**src/rtl/pmp_pkg.sv**
```systemverilog
package pmp_pkg;

  typedef enum logic [1:0] {
    MM_OFF   = 2'd0,
    MM_TOR   = 2'd1,
    MM_NAPOT = 2'd2,
    MM_RSVD  = 2'd3
  } match_mode_e;

  typedef enum logic [1:0] {
    ACC_LOAD  = 2'd0,
    ACC_STORE = 2'd1,
    ACC_FETCH = 2'd2,
    ACC_RSVD  = 2'd3
  } acc_type_e;

  localparam logic [1:0] PRIV_MACHINE = 2'b11;

  localparam int PERM_R = 0;
  localparam int PERM_W = 1;
  localparam int PERM_X = 2;

  // Select the permission bit that governs one access type.
  function automatic logic perm_allows(input logic [2:0] perm, input logic [1:0] acc);
    case (acc)
      ACC_LOAD:  return perm[PERM_R];
      ACC_STORE: return perm[PERM_W];
      ACC_FETCH: return perm[PERM_X];
      default:   return 1'b0;
    endcase
  endfunction

endpackage

```
**src/rtl/pmp_cfg_regs.sv**
```systemverilog
module pmp_cfg_regs
  import pmp_pkg::*;
#(
  parameter int NUM_ENTRIES = 16,
  parameter int GW          = 22,
  parameter int IW          = 4
) (
  input  logic                             clk,
  input  logic                             rst_n,
  input  logic                             cfg_we,
  input  logic [1:0]                       cfg_priv,
  input  logic [IW-1:0]                    cfg_idx,
  input  logic [1:0]                       cfg_mode,
  input  logic [2:0]                       cfg_perm,
  input  logic [GW-1:0]                    cfg_addr,
  output logic [NUM_ENTRIES-1:0][1:0]      mode_q,
  output logic [NUM_ENTRIES-1:0][2:0]      perm_q,
  output logic [NUM_ENTRIES-1:0][GW-1:0]   addr_q,
  output logic                             cfg_illegal
);

  logic idx_ok;
  logic wr_legal;
  logic wr_illegal;

  assign idx_ok     = (32'(cfg_idx) < NUM_ENTRIES);
  assign wr_legal   = cfg_we && (cfg_priv == PRIV_MACHINE) && idx_ok;
  assign wr_illegal = cfg_we && (cfg_priv != PRIV_MACHINE);

  always_ff @(posedge clk) begin
    if (!rst_n) begin
      mode_q      <= '0;
      perm_q      <= '0;
      addr_q      <= '0;
      cfg_illegal <= 1'b0;
    end else begin
      if (wr_legal) begin
        mode_q[cfg_idx] <= cfg_mode;
        perm_q[cfg_idx] <= cfg_perm;
        addr_q[cfg_idx] <= cfg_addr;
      end
      cfg_illegal <= wr_illegal;
    end
  end

  // a lower-mode write leaves the whole table as it was
  p_lowpriv_ignored_r3: assert property (@(posedge clk) disable iff (!rst_n)
    (cfg_we && cfg_priv != PRIV_MACHINE) |=>
      ($stable(mode_q) && $stable(perm_q) && $stable(addr_q) && cfg_illegal));

  // flag only after a rejected write
  p_flag_only_on_reject_r3: assert property (@(posedge clk) disable iff (!rst_n)
    !(cfg_we && cfg_priv != PRIV_MACHINE) |=> !cfg_illegal);

  // a machine-mode write lands in the addressed entry
  p_legal_lands_r2: assert property (@(posedge clk) disable iff (!rst_n)
    wr_legal |=> (addr_q[$past(cfg_idx)] == $past(cfg_addr)) &&
                 (perm_q[$past(cfg_idx)] == $past(cfg_perm)) &&
                 (mode_q[$past(cfg_idx)] == $past(cfg_mode)));

endmodule

```
**config.mk**
```make
export PLATFORM = sky130hd
export DESIGN_NAME = pmp_cfg_regs
export DESIGN_NICKNAME = d
export VERILOG_FILES = /design/src/rtl/pmp_pkg.sv /design/src/rtl/pmp_cfg_regs.sv
export SDC_FILE = /design/constraint.sdc
export NUM_CORES = 1
export LEC_CHECK = 0
export ABC_AREA = 1
export CELL_PAD_IN_SITES_DETAIL_PLACEMENT = 1
export CELL_PAD_IN_SITES_GLOBAL_PLACEMENT = 1
export CORE_ASPECT_RATIO = 0.8
export CORE_MARGIN = 1.5
export CORE_UTILIZATION = 48
export DETAILED_ROUTE_END_ITERATION = 10
export DONT_BUFFER_PORTS = 1
export GPL_TIMING_DRIVEN = 0
export PLACE_DENSITY_LB_ADDON = 0.15
export SLEW_MARGIN = 25
export SYNTH_ARGS = -nofsm -noshare
export SYNTH_HDL_FRONTEND = slang
export SYNTH_SLANG_ARGS = --single-unit
export TNS_END_PERCENT = 1
```
**constraint.sdc**
```tcl
create_clock -name clk -period 2 [get_ports clk]
set_clock_uncertainty 0.2 [all_clocks]
set_input_delay 0.2 -clock clk [delete_from_list [all_inputs] [get_ports clk]]
set_output_delay 0.2 -clock clk [all_outputs]
set_load 0.02 [all_outputs]
```
==> results.md, run 1 <==
- Synth Instances: ~2500
- Top_reg_cell synth: dfxtp_1
- Initial Util: between 40 and 50%
- Flop and latch count out of synthesis: between 400 and 500
- Worst Path Max Fanout: 10
- Fin nets: around 2600
- RSZ-0062 raised after global routing: yes
- Drc violations: 0
- Layout cells sized above 1: 9.682%
- # setup viols final: 12
- Final Cycle Share: 107.0%
- Share of the synthesized area in the top cell type: approximately half
- Synthesized area per cell: slightly above 7 um^2
- Vias post-DR: 18582
- Total Routed Length: ~82 mm
- Post-synthesis sequential area ratio: about half
- Global Route Usage Sum: a little over two fifths
- Clk root buf: clkbuf_16
- Setup Fix Bufs, Post-CTS: 0
- Failing checks: hold timing, setup timing
- Layout Area Growth over Synthesis: 15.56%
- Post-synth EDFFs: 0
- Ys Warns: 0
- Commonest cells after routing, fill and taps aside: 626 x nor2_1, 443 x nand2_1, 433 x dfxtp_1
- Die H: ~170 um
- Initial antenna violation count: 6
- Cell taking the most area after synthesis: dfxtp_1
- CP startpoint kind: primary input
- Post-DP HPWL: 56.04 mm
- Clock Sinks: roughly 430
- Drt via density: 6.004
- CTS tree: yes
- Leakage: about 0.0083 uW
- DRT antenna net count: 0
- Relative slew slack: around 17%
- Clk buf depth: 3
- Routability Congestion: roughly 0.9
- Fmax: about 470 MHz
- Min-Delay Path Class: primary input to register
- Worst Path Required: roughly 2.3 ns
- Mapped cell area: 0.01752 mm^2
- Starting DRT DRC Count: roughly 2000
- Chip Width: 216.6 um
- Core area: 0.03592 mm^2
- Row count: just over 60
- PortBufs: 0
- Vias in the first global route: 18087
- Final worst slack: -0.1398 ns
- First-pass GRT wire length: ~120 mm
- Num CTS Buffers: 44
- Final Hold Viols: 10
- Synth area leaders: dfxtp_1 49%, nor2_1 13%, nand3_1 12%
- Setup CP Type: primary input to register
- Power Dens Cells: 912.2 mW/mm^2
- Number of H-tree levels: 2
- Drt first pass iters: 6
- CP endpoint kind: register
- Min cycle time layout: 2.140 ns
- Status: finished with violations
- Fin. max-slew vios: 0
- Clock Pin Slew Worst Setup and Hold Paths: 0.06 ns
- Gr ovfl total: 0
- FFs w/ async S/R, synth: 0%
- Syn nets: 2506
- Distinct cells, synth: 15
- DR WL/cell: between 20 and 30 um
- Hold WS: -0.1371 ns
- Setup TNS: -0.6963 ns
- WP data arrival: 2.39 ns
- Pin count of the biggest net entering global routing: 14
- Commonest non-fill, non-tap cell in the layout: nor2_1
- Worst slew pin tran: 1.238 ns
- Ports: around 470
- Worst-Skew Late Latency: approximately 0.56 ns
- VDD IR max: slightly below 900 uV
- Max Cap Viol: 0
- Die area: ~0.038 mm^2
==> worst max-delay path, cell delays in order <==
cell and delay (ns):
dlygate4sd3_1 0.54, inv_1 0.31, buf_1 0.92, nand3_1 0.22, nand2_1 0.13, nor2_1 0.05
==> stage by stage <==
stage                     util, %  cell area, um^2  total power (uW)  instances  setup slack [ns]
after floorplan                 -            17520              9794       2470            0.5704
after detailed placement    50.47            18130             10330       2950           -0.2537
after global routing        56.34            20240             18820       3093          -0.02067
after global placement      50.44            18120             10290       2950           -0.2666
final                       56.35            20240             18460       3095           -0.1398
after CTS                   55.85            20060             18330       3081          0.004210
==> what timing repair did <==
| action | in CTS | in global routing |
|---|---|---|
| gates resized for setup | 0 | 12 |
| endpoints found under the setup margin | 0 | 90 |
| hold buffers | 58 | 13 |
| hold endpoints to repair | 210 | 24 |
==> cells by family (layout without fill, tap and decap cells) <==
| logic type | Yosys count | after routing | share of synthesized area [%] |
|---|---|---|---|
| and+or+nand+nor | 1533 | 1533 | 36.93 |
| other | 0 | 2 | 0 |
| AOI/OAI and AO/OA | 243 | 243 | 6.943 |
| DFF | 433 | 433 | 49.49 |
| buffers and inverters | 261 | 404 | 6.636 |
==> metal layers <==
layer | global-route usage (%) | wire length [um] | up-vias
met4 | 18.52 | 3824 | 0
met1 | 53.56 | 32610 | 9113
li1 | - | - | 8188
met2 | 63.09 | 35040 | 1034
met3 | 16.04 | 10300 | 247
met5 | 0 | 0 | -
==> state kept, by name, indices dropped and copies added (netlist names) <==
signal	flops
mode_q	32
addr_q	352
cfg_illegal	1
perm_q	48
==> final timing paths <==
path / from / endpoint / slack [ns] / cells after the start
worst max-delay path: cfg_addr[15] / addr_q[37] / -0.14 / 6
worst min-delay path: cfg_idx[2] / mode_q[1] / -0.14 / 5
worst max register to register: addr_q[46] / addr_q[46] / 0.41 / 3
worst min register to register: addr_q[93] / addr_q[93] / 0.38 / 2
==> report_power, final <==
| group | leakage (uW) | internal, uW | switching [uW] |
|---|---|---|---|
| registers | 0.00349 | 8690 | 145 |
| logic | 0.00414 | 345 | 1160 |
| clock network | 0.000669 | 4590 | 3540 |
==> Yosys cell counts (12+ instances only) <==
| cell | count |
|---|---|
| inv_1 | 29 |
| nor2_4 | 12 |
| nand3_1 | 405 |
| a21oi_1 | 243 |
| nor2_1 | 626 |
| nor2_2 | 13 |
| nand2_1 | 443 |
| buf_1 | 36 |
| buf_2 | 134 |
| nand4_1 | 27 |
| clkbuf_1 | 52 |
| dfxtp_1 | 433 |
==> area by class of cell <==
class | instances | area, um^2
multi-input cells | 1776 | 7710
clock buffers | 64 | 1257
inverters | 35 | 131.4
diodes | 2 | 5.005
well taps | 480 | 600.6
clock inverters | 9 | 95.09
plain buffers | 226 | 1062
fillers | 4639 | 15680
repair buffers | 70 | 710.7
flip-flops and latches | 433 | 8668
(Power assumes the default switching activity.)
==> inputs of run 2 (changes only) <==
Settings changed: PLACE_DENSITY set to 0.9, PLACE_DENSITY_LB_ADDON 0.15 to not set.
==> run 2 against run 1 <==
  * The flow finishes with violations (setup timing)
  * Via count down 0.30%
  * Wire length up 0.58%
  * Global-route usage is 0.59 points higher
  * Count of clock-buffer cells in the layout rose by 2
  * Non-clock buffer count shrank 29
  * Worst setup slack better by 0.11 ns
  * Largest power group unchanged
==> results.md, run 2 (synthesis results as in run 1) <==
- Status: finished with violations (unchanged)
- Failing checks: setup timing (was hold timing, setup timing)
- CP delay by family, top: buffers and inverters (unchanged)
- Leakage: 0.008235 uW (was 0.008296 uW)
- Min-Delay Path Class: primary input to register (unchanged)
- CP startpoint kind: primary input (unchanged)
- Logic pwr share: 7.9% (was 8.1%)
- Worst-Skew Late Latency: 0.55 ns (was 0.56 ns)
- Drt via density: 6.035 (was 6.004)
- WP data arrival: 2.27 ns (was 2.39 ns)
- Clock Pin Slew Worst Setup and Hold Paths: 0.06 ns (about the same)
- PortBufs: 0 (unchanged)
- Number of H-tree levels: 2 (unchanged)
- Max reg flops: 352 (unchanged)
- Worst slew pin tran: 1.225 ns (was 1.238 ns)
- Gr ovfl total: 0 (unchanged)
- Layout Area Growth over Synthesis: 14.49% (was 15.56%)
- Core area: 0.03592 mm^2 (unchanged)
- Total Routed Length: 82.24 mm (was 81.77 mm)
- Sw Ratio: 25.85% (was 26.22%)
- VDD IR max: 608.9 uV (was 881.3 uV)
- Vias post-DR: 18527 (was 18582)
- Chip Width: 216.6 um (unchanged)
- Crit path cell chain: dlygate4sd3_1, inv_1, clkbuf_1, nand3_1, nand2_1, nor2_1 (was dlygate4sd3_1, inv_1, buf_1, nand3_1, nand2_1, nor2_1)
- Ports: 469 (unchanged)
- Critical R2R Launch: addr_q[223] (was addr_q[46])
- Row count: 62 (unchanged)
- Drc violations: 0 (unchanged)
- Fin. max-slew vios: 0 (unchanged)
- Num CTS Buffers: 44 (unchanged)
- Reg2Reg Depth: 2 (was 3)
- CP endpoint kind: register (unchanged)
- Layout cells sized above 1: 10.09% (was 9.682%)
- Initial antenna violation count: 2 (was 6)
- Sequential share of power: 46.7% (was 47.8%)
- CTS tree: yes (unchanged)
- Clk root buf: clkbuf_16 (unchanged)
- Final worst slack: -0.02520 ns (was -0.1398 ns)
- Max Cap Viol: 0 (unchanged)
- Commonest non-fill, non-tap cell in the layout: nor2_1 (unchanged)
- Fin nets: 2593 (was 2622)
- Initial Util: 48.77% (unchanged)
- Vias in the first global route: 18533 (was 18087)
- Reg2Reg Setup Slack: 0.86 ns (was 0.41 ns)
- Cell count of the worst hold path: 4 (was 5)
- Crit-path max cell delay: 0.90 ns (was 0.92 ns)
- P_int: 14030 uW (was 13620 uW)
- Most flops, register: addr_q (unchanged)
- FF-to-FF End: addr_q[223] (was addr_q[46])
- # setup viols final: 3 (was 12)
- Power Dens Cells: 943.8 mW/mm^2 (was 912.2 mW/mm^2)
- First-pass GRT wire length: 119.3 mm (was 117.9 mm)
- Worst Path Required: 2.25 ns (about the same)
- Biggest regs: addr_q x352, perm_q x48, mode_q x32 (unchanged)
- DRT antenna net count: 0 (unchanged)
- Global Route Usage Sum: 42.60% (was 42.00%)
- NetSw: 4893 uW (was 4842 uW)
- Final Cycle Share: 101.3% (was 107.0%)
- Worst Path Max Fanout: 10 (unchanged)
- Clk buf depth: 3 (unchanged)
- DR WL/cell: 26.79 um (was 26.42 um)
- Routability Congestion: 0.9354 (was 0.8976)
- Hold path start: rst_n (was cfg_idx[2])
- Final Util: 55.83% (was 56.35%)
- Commonest cells after routing, fill and taps aside: 626 x nor2_1, 443 x nand2_1, 433 x dfxtp_1 (unchanged)
- Pin count of the biggest net entering global routing: 15 (was 14)
- Post-DP HPWL: 56.72 mm (was 56.04 mm)
- Worst Hold End: addr_q[304] (was mode_q[1])
- Relative slew slack: 18.32% (was 17.46%)
- Clock power frac: 45.5% (was 44.0%)
- Starting DRT DRC Count: 1749 (was 1971)
- Die area: 0.03765 mm^2 (unchanged)
- Clock Sinks: 433 (unchanged)
- Critical path's slowest cell: clkbuf_1 (was buf_1)
- Setup CP Type: primary input to register (unchanged)
- Min cycle time layout: 2.025 ns (was 2.140 ns)
- CP Buf/Inv Count: 3 (unchanged)
- Fmax: 493.8 MHz (was 467.3 MHz)
- Die H: 173.9 um (unchanged)
- Setup TNS: -0.03304 ns (was -0.6963 ns)
- Final Hold Viols: 0 (was 10)
- Drt first pass iters: 6 (unchanged)
[run 2: worst max-delay path by stage]
stage | start | to | slack [ns] | cells after the start
6_report | cfg_addr[18] | addr_q[194] | -0.03 | 6
3_3_place_gp | cfg_addr[7] | addr_q[315] | -0.20 | 5
4_1_cts | cfg_idx[3] | addr_q[197] | 0.02 | 8
5_1_grt | cfg_idx[3] | addr_q[300] | -0.002 | 7
3_5_place_dp | rst_n | addr_q[305] | -0.21 | 5
2_1_floorplan | cfg_priv[0] | addr_q[206] | 0.57 | 7
[run 2: per-layer routing]
| layer | up-vias | wire [um] | global-route usage [%] |
|---|---|---|---|
| li1 | 8151 | - | - |
| met1 | 8966 | 32560 | 53.43 |
| met2 | 1096 | 34570 | 63.07 |
| met3 | 314 | 10240 | 16.14 |
| met4 | 0 | 4873 | 23.26 |
| met5 | - | 0 | 0 |
[run 2: timing repair]
action	CTS	global route
hold endpoints to repair	227	0
setup buffers	0	0
setup endpoints to repair	0	69
hold buffers	40	0
gates resized for setup	0	7
[run 2: worst min-delay path, cell delays in order]
cell	delay (ns)
buf_2	0.21
buf_1	0.24
nand2_1	0.11
nor2_1	0.03
[run 2: layout make-up]
type                    instances  area [um^2]
fillers                      4656        15860
flip-flops and latches        433         8668
multi-input cells            1776         7705
clock buffers                  66         1305
plain buffers                 226         1056
well taps                     480        600.6
repair buffers                 41        420.4
clock inverters                11        161.4
inverters                      35        131.4
diodes                          2        5.005
[run 2: metrics by stage]
step                total power, uW  cell area, um^2  instances  hold slack, ns  worst slack, ns
global placement              10290            18120       2950          0.1232          -0.1984
CTS                           18820            20020       3068         0.03768          0.01954
finish                        18930            20050       3070         0.06509         -0.02520
detailed placement            10340            18150       2951          0.1309          -0.2068
floorplan                      9794            17520       2470          0.1192           0.5704
global route                  19340            20050       3069         0.08110        -0.002116
[run 2: power by group through the flow]
stage	clock network, uW	logic (uW)	registers, uW
2_1_floorplan	0	804	8990
3_3_place_gp	0	1270	9020
3_5_place_dp	0	1320	9020
4_1_cts	8580	1410	8830
5_1_grt	8950	1560	8830
6_report	8600	1490	8830
==> inputs of run 3 (changes only) <==
Settings changed: CELL_PAD_IN_SITES_DETAIL_PLACEMENT 1 to 0.
==> run 3 against run 2 <==
  * The flow still finishes with violations (setup timing)
  * Total power is 2.4% lower
  * Sequential cell count stayed put
  * Combinational power is 4% lower
  * Wire length is 10% lower
  * Hold slack worse by 0.016 ns
  * Sequential share of layout area is 0.057 points lower
  * Sequential power hardly changed
  * Maximum frequency is 4.0% lower
  * Cell count is 0.20% higher
  * Critical endpoint is now addr_q[128]
  * Largest cell class unchanged
==> results.md, run 3 (synthesis results as in run 1) <==
- Status: finished with violations (unchanged)
- Failing checks: setup timing (unchanged)
- Final Cycle Share: 105.5% (was 101.3%)
- Multi-input logic area: 0.007710 mm^2 (was 0.007705 mm^2)
- Min cycle time layout: 2.110 ns (was 2.025 ns)
- Clk buf depth: 3 (unchanged)
- Setup Fix Bufs, Post-CTS: 0 (unchanged)
- Critical R2R Launch: perm_q[8] (was addr_q[223])
- Clock Sinks: 433 (unchanged)
- Worst Path Max Fanout: 10 (unchanged)
- Global Route Usage Sum: 38.26% (was 42.60%)
- Drt via density: 5.715 (was 6.035)
- Drt first pass iters: 6 (unchanged)
- Setup crit start: cfg_addr[18] (unchanged)
- Gr ovfl total: 0 (unchanged)
- Final Hold Viols: 0 (unchanged)
- Max Cap Viol: 0 (unchanged)
- WP data arrival: 2.35 ns (was 2.27 ns)
- Min-Delay Path Class: primary input to register (unchanged)
- Most flops, register: addr_q (unchanged)
- Total Routed Length: 74.02 mm (was 82.24 mm)
- Power Dens Cells: 919.8 mW/mm^2 (was 943.8 mW/mm^2)
- Worst-Skew Late Latency: 0.55 ns (about the same)
- Post-Place Cells: 2951 (unchanged)
- Final worst slack: -0.1095 ns (was -0.02520 ns)
- CP startpoint kind: primary input (unchanged)
- Die H: 173.9 um (unchanged)
- Max reg flops: 352 (unchanged)
- Biggest regs: addr_q x352, perm_q x48, mode_q x32 (unchanged)
- Die area: 0.03765 mm^2 (unchanged)
- Number of H-tree levels: 2 (unchanged)
- PortBufs: 0 (unchanged)
- Sequential cell area: 0.008668 mm^2 (unchanged)
- # setup viols final: 12 (was 3)
- Starting DRT DRC Count: 1854 (was 1749)
- CP endpoint kind: register (unchanged)
- CTS tree: yes (unchanged)
- Worst slew pin tran: 1.172 ns (was 1.225 ns)
- Fillers: 3497 (was 4656)
- Crit path cell chain: dlygate4sd3_1, inv_1, clkbuf_1, nand3_1, nand2_1, nor2_1 (unchanged)
- Commonest cells after routing, fill and taps aside: 626 x nor2_1, 443 x nand2_1, 433 x dfxtp_1 (unchanged)
- Core area: 0.03592 mm^2 (unchanged)
- Fin. max-slew vios: 0 (unchanged)
- Layout cells sized above 1: 9.942% (was 10.09%)
- Fin nets: 2600 (was 2593)
- Non-Filler Instances: 3076 (was 3070)
- Design Area, Final: 0.02008 mm^2 (was 0.02005 mm^2)
- Post-DP HPWL: 52.05 mm (was 56.72 mm)
- Relative slew slack: 21.90% (was 18.32%)
- VDD IR max: 564.6 uV (was 608.9 uV)
- Row count: 62 (unchanged)
- Chip Width: 216.6 um (unchanged)
- Ports: 469 (unchanged)
- Vias post-DR: 17579 (was 18527)
- Clk root buf: clkbuf_16 (unchanged)
- Initial antenna violation count: 3 (was 2)
- Initial Util: 48.77% (unchanged)
- RSZ-0062 raised after global routing: yes
- Worst Path Required: 2.24 ns (was 2.25 ns)
- Vias in the first global route: 15967 (was 18533)
- DRT antenna net count: 0 (unchanged)
- Setup CP Type: primary input to register (unchanged)
- Place WS: -0.2066 ns (was -0.2068 ns)
- Layout Area Growth over Synthesis: 14.64% (was 14.49%)
- Routability Congestion: 0.9354 (unchanged)
- Commonest non-fill, non-tap cell in the layout: nor2_1 (unchanged)
- Leakage: 0.008202 uW (was 0.008235 uW)
- Pin count of the biggest net entering global routing: 15 (unchanged)
- Critical path's slowest cell: clkbuf_1 (unchanged)
- Crit-path max cell delay: 0.91 ns (was 0.90 ns)
- Hold path start: cfg_we (was rst_n)
- DR WL/cell: 24.06 um (was 26.79 um)
- Post-Place Cell Area: 0.01815 mm^2 (unchanged)
- Fmax: 474.0 MHz (was 493.8 MHz)
- First-pass GRT wire length: 106.6 mm (was 119.3 mm)
- Num CTS Buffers: 43 (was 44)
- Clock Pin Slew Worst Setup and Hold Paths: 0.06 ns (about the same)
- Drc violations: 0 (unchanged)
## run 3: cell types whose count changed in the layout (fill, tap and decap cells not counted), sizes merged
cell	change
inv	-1
dlymetal6s4s	-1
dlygate4sd3	+9
buf	-1
clkbuf	+3
bufinv	-2
diode	-1
## run 3: metrics by stage
stage                     hold WS [ns]  setup TNS (ns)  utilization, %  power [uW]
final                          0.04887         -0.9867           55.90       18470
after global routing           0.06589          -1.561           55.90       18910
after CTS                      0.02947               0           55.78       18440
after detailed placement        0.1244          -6.495           50.53       10320
after global placement          0.1232          -18.45           50.44       10290
after floorplan                 0.1192               0               -        9794
## run 3: timing repair
item	in CTS	in global routing
hold buffers	48	0
endpoints found under the hold margin	255	0
setup endpoints to repair	0	97
gates resized for setup	0	11
## run 3: path summary, 6_finish.rpt
kind              cells after the start  slack (ns)           to
hold / removal                        4        0.05    mode_q[3]
setup / recovery                      6       -0.11  addr_q[128]
hold reg to reg                       2        0.38   addr_q[93]
setup reg to reg                      3        0.46    perm_q[8]
## run 3: metal layers
layer  vias up  wire length, um  part of all wire [%]  global-route usage [%]
met5         -               10                 0.014                       0
met4         2             3447                   4.7                   16.78
met3       203             9993                    14                   13.72
met2      1017            30320                    41                   54.97
met1      8203            30250                    41                   51.46
li1       8154                -                     -                       -
## run 3: cell type report
class / count / area share (%)
repair buffers: 49 / 2.480
well taps: 480 / 2.991
inverters: 35 / 0.6543
plain buffers: 226 / 5.297
multi-input cells: 1776 / 38.40
clock inverters: 8 / 0.4611
clock buffers: 68 / 6.537
flip-flops and latches: 433 / 43.17
diodes: 1 / 0.01246
## run 3: worst max-delay path, delay by kind of cell
| family | cells | cell delay [ns] |
|---|---|---|
| AND/OR/NAND/NOR | 3 | 0.31 |
| buffers and inverters | 3 | 1.82 |
## run 3: power breakdown
part	internal [uW]	switching [uW]
combinational	330	1100
clock	4750	3460
sequential	8690	142
total	13800	4700
